$ cat src/rtl/uart_iid_pkg.sv
package uart_iid_pkg;

  typedef enum logic [3:0] {
    CAUSE_MODEM = 4'h0,
    CAUSE_NONE  = 4'h1,
    CAUSE_TX    = 4'h2,
    CAUSE_LINE  = 4'h6,
    CAUSE_RXTO  = 4'hC
  } cause_t;

  localparam logic [2:0] OFS_DATA    = 3'd0;
  localparam logic [2:0] OFS_IEN     = 3'd1;
  localparam logic [2:0] OFS_IID     = 3'd2;
  localparam logic [2:0] OFS_LCTL    = 3'd3;
  localparam logic [2:0] OFS_MCTL    = 3'd4;
  localparam logic [2:0] OFS_LSTAT   = 3'd5;
  localparam logic [2:0] OFS_MSTAT   = 3'd6;
  localparam logic [2:0] OFS_SCRATCH = 3'd7;

  localparam int IEN_RX    = 0;
  localparam int IEN_TX    = 1;
  localparam int IEN_LINE  = 2;
  localparam int IEN_MODEM = 3;

  // Request vector slot order is the service order: slot 0 highest.
  function automatic cause_t pick_cause(input logic [3:0] hit);
    cause_t c;
    c = CAUSE_NONE;
    for (int i = 3; i >= 0; i--) begin
      if (hit[i]) begin
        case (i)
          0:       c = CAUSE_LINE;
          1:       c = CAUSE_RXTO;
          2:       c = CAUSE_TX;
          default: c = CAUSE_MODEM;
        endcase
      end
    end
    return c;
  endfunction

  function automatic logic [7:0] iid_byte(input logic fifo_on, input cause_t c);
    return {fifo_on, fifo_on, 2'b00, c};
  endfunction

  function automatic logic [7:0] lstat_byte(input logic have_data, input logic overrun);
    return {1'b0, 1'b1, 1'b1, 3'b000, overrun, have_data};
  endfunction

  // lines: [0] CTS, [1] DSR, [2] RI, [3] DCD
  function automatic logic [3:0] line_deltas(input logic [3:0] was, input logic [3:0] now);
    return {was[3] ^ now[3], was[2] & ~now[2], was[1] ^ now[1], was[0] ^ now[0]};
  endfunction

endpackage

$ cat src/rtl/uart_iid_prio.sv
module uart_iid_prio
  import uart_iid_pkg::*;
(
  input  logic [3:0] ien,
  input  logic       overrun,
  input  logic       rx_any,
  input  logic       tx_pend,
  input  logic       modem_any,
  output logic [3:0] hit,
  output cause_t     cause
);

  logic [3:0] req;

  assign req = {modem_any & ien[IEN_MODEM],
                tx_pend   & ien[IEN_TX],
                rx_any    & ien[IEN_RX],
                overrun   & ien[IEN_LINE]};

  // isolate the lowest set slot, which is the highest-ranked request
  assign hit   = req & (~req + 4'd1);
  assign cause = pick_cause(hit);

endmodule

$ cat src/rtl/uart_iid_rxbuf.sv
module uart_iid_rxbuf #(
  parameter int DEPTH = 16,
  localparam int CNT_W = $clog2(DEPTH + 1),
  localparam int PTR_W = $clog2(DEPTH)
) (
  input  logic             clk,
  input  logic             rst_n,
  input  logic             fifo_en,
  input  logic             flush,
  input  logic             push,
  input  logic [7:0]       push_data,
  input  logic             pop,
  output logic [7:0]       head,
  output logic [CNT_W-1:0] count,
  output logic             ovf
);

  logic [7:0]       mem [DEPTH];
  logic [PTR_W-1:0] wr_ptr, rd_ptr;
  logic [CNT_W-1:0] cap;
  logic             at_cap, do_push, do_pop;

  assign cap     = fifo_en ? CNT_W'(DEPTH) : CNT_W'(1);
  assign at_cap  = count >= cap;
  assign do_push = push & ~at_cap & ~flush;
  assign do_pop  = pop & (count != '0) & ~flush;
  assign ovf     = push & at_cap & ~flush;
  assign head    = mem[rd_ptr];

  always_ff @(posedge clk) begin
    if (!rst_n) begin
      wr_ptr <= '0;
      rd_ptr <= '0;
      count  <= '0;
    end else if (flush) begin
      wr_ptr <= '0;
      rd_ptr <= '0;
      count  <= '0;
    end else begin
      if (do_push) wr_ptr <= wr_ptr + 1'b1;
      if (do_pop)  rd_ptr <= rd_ptr + 1'b1;
      count <= count + CNT_W'(do_push) - CNT_W'(do_pop);
    end
  end

  always_ff @(posedge clk) begin
    if (do_push) mem[wr_ptr] <= push_data;
  end

endmodule

$ cat src/rtl/uart_iid_modem.sv
module uart_iid_modem
  import uart_iid_pkg::*;
(
  input  logic       clk,
  input  logic       rst_n,
  input  logic [3:0] lines_in,
  input  logic       clr,
  output logic [3:0] lines_q,
  output logic [3:0] delta_q,
  output logic       any_delta
);

  logic [3:0] fresh;

  assign fresh     = line_deltas(lines_q, lines_in);
  assign any_delta = delta_q != 4'h0;

  always_ff @(posedge clk) begin
    if (!rst_n) begin
      lines_q <= 4'h0;
      delta_q <= 4'h0;
    end else begin
      lines_q <= lines_in;
      delta_q <= (clr ? 4'h0 : delta_q) | fresh;
    end
  end

endmodule

$ cat src/rtl/uart_iid_top.sv
module uart_iid_top
  import uart_iid_pkg::*;
#(
  parameter int FIFO_DEPTH = 16,
  parameter int ADDR_W     = 4,
  parameter int REF_CLK_HZ = 1843200,
  parameter int BAUD       = 9600
) (
  input  logic              clk,
  input  logic              rst_n,
  input  logic              bus_valid,
  input  logic              bus_write,
  input  logic [ADDR_W-1:0] bus_addr,
  input  logic [7:0]        bus_wdata,
  output logic [7:0]        bus_rdata,
  input  logic              rx_valid,
  input  logic [7:0]        rx_byte,
  input  logic [3:0]        modem_in,
  output logic              tx_valid,
  output logic [7:0]        tx_byte,
  output logic              irq
);

  localparam int          CNT_W    = $clog2(FIFO_DEPTH + 1);
  localparam int          DIV_INIT = REF_CLK_HZ / BAUD / 16;
  localparam logic [15:0] DIV_RST  = 16'(DIV_INIT);

  // register state
  logic [3:0] ien;
  logic [7:0] lctl;
  logic [4:0] mctl;
  logic [7:0] scratch;
  logic [7:0] div_lo, div_hi;
  logic       fifo_en;
  logic       thre_pend;
  logic       overrun;

  // decode
  logic       acc_rd, acc_wr, in_map, dlab;
  logic [2:0] off;

  assign acc_rd = bus_valid & ~bus_write;
  assign acc_wr = bus_valid &  bus_write;
  assign in_map = (bus_addr >> 3) == '0;
  assign off    = bus_addr[2:0];
  assign dlab   = lctl[7];

  // named access events
  logic ev_wr_data, ev_wr_ien, ev_wr_dll, ev_wr_dlh, ev_wr_fctl;
  logic ev_wr_lctl, ev_wr_mctl, ev_wr_scr;
  logic ev_rd_data, ev_rd_iid, ev_rd_lstat, ev_rd_mstat;

  assign ev_wr_data  = acc_wr & in_map & (off == OFS_DATA) & ~dlab;
  assign ev_wr_ien   = acc_wr & in_map & (off == OFS_IEN)  & ~dlab;
  assign ev_wr_dll   = acc_wr & in_map & (off == OFS_DATA) &  dlab;
  assign ev_wr_dlh   = acc_wr & in_map & (off == OFS_IEN)  &  dlab;
  assign ev_wr_fctl  = acc_wr & in_map & (off == OFS_IID);
  assign ev_wr_lctl  = acc_wr & in_map & (off == OFS_LCTL);
  assign ev_wr_mctl  = acc_wr & in_map & (off == OFS_MCTL);
  assign ev_wr_scr   = acc_wr & in_map & (off == OFS_SCRATCH);
  assign ev_rd_data  = acc_rd & in_map & (off == OFS_DATA) & ~dlab;
  assign ev_rd_iid   = acc_rd & in_map & (off == OFS_IID);
  assign ev_rd_lstat = acc_rd & in_map & (off == OFS_LSTAT);
  assign ev_rd_mstat = acc_rd & in_map & (off == OFS_MSTAT);

  // FIFO control: an enable change or a receive reset empties the buffer
  logic fifo_flush;
  assign fifo_flush = ev_wr_fctl &
                      ((bus_wdata[0] != fifo_en) | (bus_wdata[0] & bus_wdata[1]));

  // receive buffer
  logic [7:0]       rx_head;
  logic [CNT_W-1:0] rx_count;
  logic             ovf_ev, rx_any;

  uart_iid_rxbuf #(.DEPTH(FIFO_DEPTH)) u_rxbuf (
    .clk       (clk),
    .rst_n     (rst_n),
    .fifo_en   (fifo_en),
    .flush     (fifo_flush),
    .push      (rx_valid),
    .push_data (rx_byte),
    .pop       (ev_rd_data),
    .head      (rx_head),
    .count     (rx_count),
    .ovf       (ovf_ev)
  );

  assign rx_any = rx_count != '0;

  // modem line tracking
  logic [3:0] mdm_lines, mdm_delta;
  logic       mdm_any;

  uart_iid_modem u_modem (
    .clk       (clk),
    .rst_n     (rst_n),
    .lines_in  (modem_in),
    .clr       (ev_rd_mstat),
    .lines_q   (mdm_lines),
    .delta_q   (mdm_delta),
    .any_delta (mdm_any)
  );

  // cause selection
  logic [3:0] hit;
  cause_t     cause;
  logic       tx_cause_read;

  uart_iid_prio u_prio (
    .ien       (ien),
    .overrun   (overrun),
    .rx_any    (rx_any),
    .tx_pend   (thre_pend),
    .modem_any (mdm_any),
    .hit       (hit),
    .cause     (cause)
  );

  assign tx_cause_read = ev_rd_iid & (cause == CAUSE_TX);
  assign irq           = cause != CAUSE_NONE;

  // register updates
  always_ff @(posedge clk) begin
    if (!rst_n) begin
      ien       <= 4'h0;
      lctl      <= 8'h00;
      mctl      <= 5'h00;
      scratch   <= 8'h00;
      div_lo    <= DIV_RST[7:0];
      div_hi    <= DIV_RST[15:8];
      fifo_en   <= 1'b0;
      thre_pend <= 1'b0;
      overrun   <= 1'b0;
      tx_valid  <= 1'b0;
      tx_byte   <= 8'h00;
    end else begin
      tx_valid <= ev_wr_data;
      if (ev_wr_data) tx_byte <= bus_wdata;
      if (ev_wr_ien)  ien     <= bus_wdata[3:0];
      if (ev_wr_dll)  div_lo  <= bus_wdata;
      if (ev_wr_dlh)  div_hi  <= bus_wdata;
      if (ev_wr_fctl) fifo_en <= bus_wdata[0];
      if (ev_wr_lctl) lctl    <= bus_wdata;
      if (ev_wr_mctl) mctl    <= bus_wdata[4:0];
      if (ev_wr_scr)  scratch <= bus_wdata;

      if (ev_wr_data)         thre_pend <= 1'b1;
      else if (tx_cause_read) thre_pend <= 1'b0;

      if (ovf_ev)           overrun <= 1'b1;
      else if (ev_rd_lstat) overrun <= 1'b0;
    end
  end

  // read data
  always_comb begin
    bus_rdata = 8'hFF;
    if (in_map) begin
      case (off)
        OFS_DATA:    bus_rdata = dlab ? div_lo : (rx_any ? rx_head : 8'hFF);
        OFS_IEN:     bus_rdata = dlab ? div_hi : {4'h0, ien};
        OFS_IID:     bus_rdata = iid_byte(fifo_en, cause);
        OFS_LCTL:    bus_rdata = lctl;
        OFS_MCTL:    bus_rdata = {3'b000, mctl};
        OFS_LSTAT:   bus_rdata = lstat_byte(rx_any, overrun);
        OFS_MSTAT:   bus_rdata = {mdm_lines[3], mdm_lines[2], mdm_lines[1], mdm_lines[0], mdm_delta};
        default:     bus_rdata = scratch;
      endcase
    end
  end

endmodule

$ cat config.mk
export PLATFORM = sky130hd
export DESIGN_NAME = uart_iid_top
export DESIGN_NICKNAME = d
export VERILOG_FILES = /design/src/rtl/uart_iid_pkg.sv /design/src/rtl/uart_iid_prio.sv /design/src/rtl/uart_iid_rxbuf.sv /design/src/rtl/uart_iid_modem.sv /design/src/rtl/uart_iid_top.sv
export SDC_FILE = /design/constraint.sdc
export NUM_CORES = 1
export LEC_CHECK = 0
export BUFFER_PORTS_ARGS = -buffer_cell sky130_fd_sc_hd__buf_2
export CORE_ASPECT_RATIO = 1.5
export CORE_UTILIZATION = 52
export DETAILED_ROUTE_END_ITERATION = 6
export PLACE_DENSITY = 0.69
export SYNTH_ARGS = -nofsm -noshare
export SYNTH_HDL_FRONTEND = slang
export SYNTH_SLANG_ARGS = --single-unit
$ cat constraint.sdc
create_clock -name clk -period 3.8 [get_ports clk]
set_input_delay 1.14 -clock clk [delete_from_list [all_inputs] [get_ports clk]]
set_output_delay 1.14 -clock clk [all_outputs]
set_load 0.005 [all_outputs]
==> results.md <==
Critical path:
- In this design, the critical path's most frequently occurring cell is sky130_fd_sc_hd__buf_2.
- The worst register-to-register path has a setup slack of 0.74 ns.
- The worst setup path is launched from a primary input.
- The length in cells of the worst reg-to-reg path is 7.
- The startpoint of the lowest-slack register-to-register path is fifo_en.
- On the critical path, the stage with the largest delay is an instance of sky130_fd_sc_hd__a221oi_1.
- The signal on the critical path passes through buf_2 > buf_4 > nor2b_1 > a22o_1 > a221oi_1 > o21ai_0 > buf_2.
- STA classifies the critical path endpoint as an output port.
- The critical path is of the in2out type.
- Data arrives at the worst endpoint at 2.56 ns.
- The worst reg2reg path endpoint is u_rxbuf.mem[10][0].
- Data on the critical path is required at its endpoint by 2.66 ns.
- For this run, the slowest stage of the critical path takes between 0.3 and 0.4 ns.
- The worst-path maximum fanout is 15.

Yosys:
- The share of Yosys cell area claimed by the top area cell type is 42.7%.
- The total of warnings raised by yosys is 0.
- Each instance of the synthesized netlist takes up on average 13.9 sq um.
- The count of cell types in the netlist is 63.
- The synthesized design contains 206 register bits.
- Yosys attributes the largest share of cell area to sky130_fd_sc_hd__edfxtp_1 (43%), sky130_fd_sc_hd__dfxtp_1 (17%), sky130_fd_sc_hd__mux2i_1 (7.4%), sky130_fd_sc_hd__mux4_2 (7.3%), sky130_fd_sc_hd__nor2b_1 (4.2%).
- The cell area that synthesis handed to floorplanning was roughly 9000 sq um.
- The share of the yosys chip area belonging to registers is ~60%.
- The net count of the mapped netlist is slightly below 700.
- The flip-flop cell with the highest count after synthesis is sky130_fd_sc_hd__edfxtp_1.
- The largest total area in the synthesized netlist belongs to sky130_fd_sc_hd__edfxtp_1.
- Of all flip-flops after synthesis, the portion carrying an async set or reset was 0%.
- The synthesized design contains 128 enable-type register cells.
- The number of instances in the synthesized netlist is ~650.

STA:
- The final setup skew is approximately 0.015 ns.
- After layout, the minimum clock period comes to about 3.7 ns.
- The number of hold violations in the final report is 0.
- The worst hold slack is 0.481 ns.
- The relative max-transition margin is between 40 and 50%.
- The final total negative setup slack is 0 ns.
- Derived from the worst setup path, the maximum achievable clock frequency is about 270 MHz.
- Setup repair after global routing left no endpoint under its margin.
- The count of final max-slew check failures is 0.
- The number of setup violations in the final report is 0.
- At the pin with the least slew margin, the transition time is 0.820 ns.
- The post-route fraction of the period consumed by the critical path is just under 100%.

Pwr:
- Summed over all nets, the switching power comes to 1.33 mW.
- The static leakage is approximately 3.6 nW.
- Net switching is 25.3% of the power.
- The sequential share of power is between 40 and 50%.
- In this run the power density over the cells is a little over 500 nW/um^2.
- The clock network accounts for 37.3% of the total power.
- The power share of the combinational group is approximately 15%.
- The worst vdd rail ir drop is 0.444 mV.
- Internal power comes to about 3.9 mW.

Die:
- In this run the count of I/O pins placed on the die edge is 47.
- The site row count is slightly below 60.
- The floorplan step defined a core boundary enclosing 16800 sq um.
- The die covers ~18000 sq um.
- The effective utilization at floorplan is between 50 and 60%.
- The width of the die is ~110 microns.
- The die is ~160 microns tall.

Clocking:
- After clock tree synthesis, the flow added hold-fix buffers numbering 0.
- The cell at the root of the clock tree is sky130_fd_sc_hd__clkbuf_16.
- TritonCTS built the clock tree.
- Clock-pin slew was measured on the worst setup and hold paths at about 0.060 ns.
- No sink is reached through more buffers than the 3 on the longest clock path.
- The number of clock buffers inserted by TritonCTS is 21.
- The later-pin clock latency in the skew report is ~0.5 ns.
- In this run the number of H-tree levels came out at 1.
- The number of setup buffers added after CTS is 0.
- The clock drives a little over 200 sinks.

Global routing:
- The first global-routing pass estimated 31700 microns of wire.
- The maximum number of pins on one net before global-route repair is 63.
- The global-route congestion overflow total is 0.
- The via count of the first global-routing pass is 5707.
- In the global route stage, overall resource usage came out at 24.2%.
- The number of antenna violations at the first check in global routing is 0.

Route:
- The total wire length is between 20000 and 25000 microns.
- Once detail routing completed, the nets flagged for antenna violations numbered 0.
- The average wire per cell in the routed design is around 22 microns.
- The count of vias placed by the detailed router is about 5500.
- The post-detailed-route via-to-cell ratio is roughly 5.8.
- The total DRC errors in the routed layout is 0.
- The detailed router finished its first iteration with around 350 violations.
- The first-pass iteration count of the detailed router is 4.

Worst hold path:
- Counting instances, the worst hold path has a depth of 2.
- In this run the most critical hold path is launched from div_lo[3].
- The min-delay analysis places its worst path in the category reg2reg.
- The terminating pin of the worst hold path is div_lo[3].

Finish:
- The repair_antennas step left the layout with diodes totalling 0.
- Cells with a size suffix above 1 make up 22.9% of the layout.
- The area growth from synthesis to layout is 15.6%.
- The layout has ~1300 filler cells.
- The most common cell after layout, fill and taps aside is sky130_fd_sc_hd__edfxtp_1.
- The library cells used most frequently in the layout, excluding fill and tap cells, are sky130_fd_sc_hd__edfxtp_1 (128), sky130_fd_sc_hd__dfxtp_1 (76), sky130_fd_sc_hd__mux2i_1 (67), sky130_fd_sc_hd__nor2b_1 (60), sky130_fd_sc_hd__buf_2 (45).
- In the final design database the tool counted 770 nets.

Place:
- The total of buffers placed on input and output ports is 46.
- The HPWL after detailed placement is about 15000 microns.
- At the end of routability-driven placement, the weighted congestion stood at 0.887.

Job:
- Max-cap violations in this run came to 0.

Outcome:
- The flow ran to the end, and the final reports show no timing, DRC or antenna violations.
## worst max-delay path by stage
stage                      from           end  slack (ns)
global placement    bus_addr[1]  bus_rdata[6]        0.01
finish              bus_addr[0]  bus_rdata[5]         0.1
CTS                 bus_addr[1]  bus_rdata[0]       0.001
detailed placement  bus_addr[1]  bus_rdata[0]       0.004
floorplan           bus_addr[2]  bus_rdata[3]        0.36
global route        bus_addr[2]  bus_rdata[6]       0.006
## power groups by stage
stage          Clock (mW)  Sequential [mW]  Combinational, mW
6_report             1.96             2.52              0.783
5_1_grt              2.10             2.53              0.863
4_1_cts              2.01             2.52              0.766
3_5_place_dp            0             2.57              0.750
3_3_place_gp            0             2.56              0.722
2_1_floorplan           0             2.55              0.494
## layout make-up
class | count | area [sq um] | area share, %
multi-input combinational | 381 | 3380 | 32.5
tap | 210 | 263 | 2.52
sequential | 206 | 5410 | 52.0
clock inverter | 14 | 118 | 1.13
inverter | 26 | 97.6 | 0.938
clock buffer | 23 | 533 | 5.12
timing repair buffer | 89 | 606 | 5.82
## through the flow
stage	power, mW	worst slack [ns]	instances	utilization (%)	cell area [sq um]
after global routing	5.49	0.00627	949	61.8	10400
after detailed placement	3.32	0.00432	911	57.6	9690
after global placement	3.28	0.0134	911	57.6	9690
after floorplan	3.04	0.355	649	-	9000
final	5.27	0.0966	949	61.8	10400
after CTS	5.29	0.00126	949	61.7	10400
## registers in the layout (all words and copies together) (netlist names), 5 cells and up, named ones only
name,flops
div_lo,8
tx_byte,8
u_rxbuf.mem,128
scratch,8
lctl,8
u_rxbuf.count,5
mctl,5
div_hi,8
## cells in the mapped netlist (all sizes together) (4+ instances only)
library cell,instances
nor2b,60
a22o,8
and2,9
mux2i,67
mux2,9
xnor2,4
a221oi,7
nand3b,7
nor4,5
dfxtp,78
nand2b,6
xor2,4
a21boi,5
inv,25
edfxtp,128
buf,12
clkbuf,24
nand3,6
nand2,9
or3,4
a21oi,16
mux4,29
o41ai,4
ha,15
nand4,5
nor3,21
o21ai,19
nor2,16
a211oi,5
## layer usage
layer / wire [microns] / share of wire [%] / vias to the layer above / GRT usage [%]
met1: 7730 / 37 / 2753 / 27.1
met4: 794 / 3.8 / 0 / 10.7
li1: - / - / 2606 / -
met3: 815 / 3.9 / 47 / 3.47
met2: 11300 / 55 / 141 / 44.8
met5: 0 / 0 / - / 0
## worst max-delay path, delay by kind of cell
family                 cells  cell delay, ns
buffers and inverters      3            0.56
AND/OR/NAND/NOR            1            0.17
AO/OA/AOI/OAI              3            0.69
## timing repair
item,CTS,global route
cloned,1,0
pin swaps,0,0
gates resized for setup,4,6
endpoints found under the setup margin,7,5
## cells by family after synthesis
group | count (synthesis) | share of synthesized area [%]
and+or+nand+nor | 163 | 10.9
muxes | 105 | 15.8
buffers and inverters | 62 | 2.78
adders and majority gates | 16 | 2.31
AOI/OAI and AO/OA | 89 | 7.39
DFF | 206 | 60.0
xor gates and xnor gates | 8 | 0.778
No activity file was read; power rests on OpenSTA's default activity.
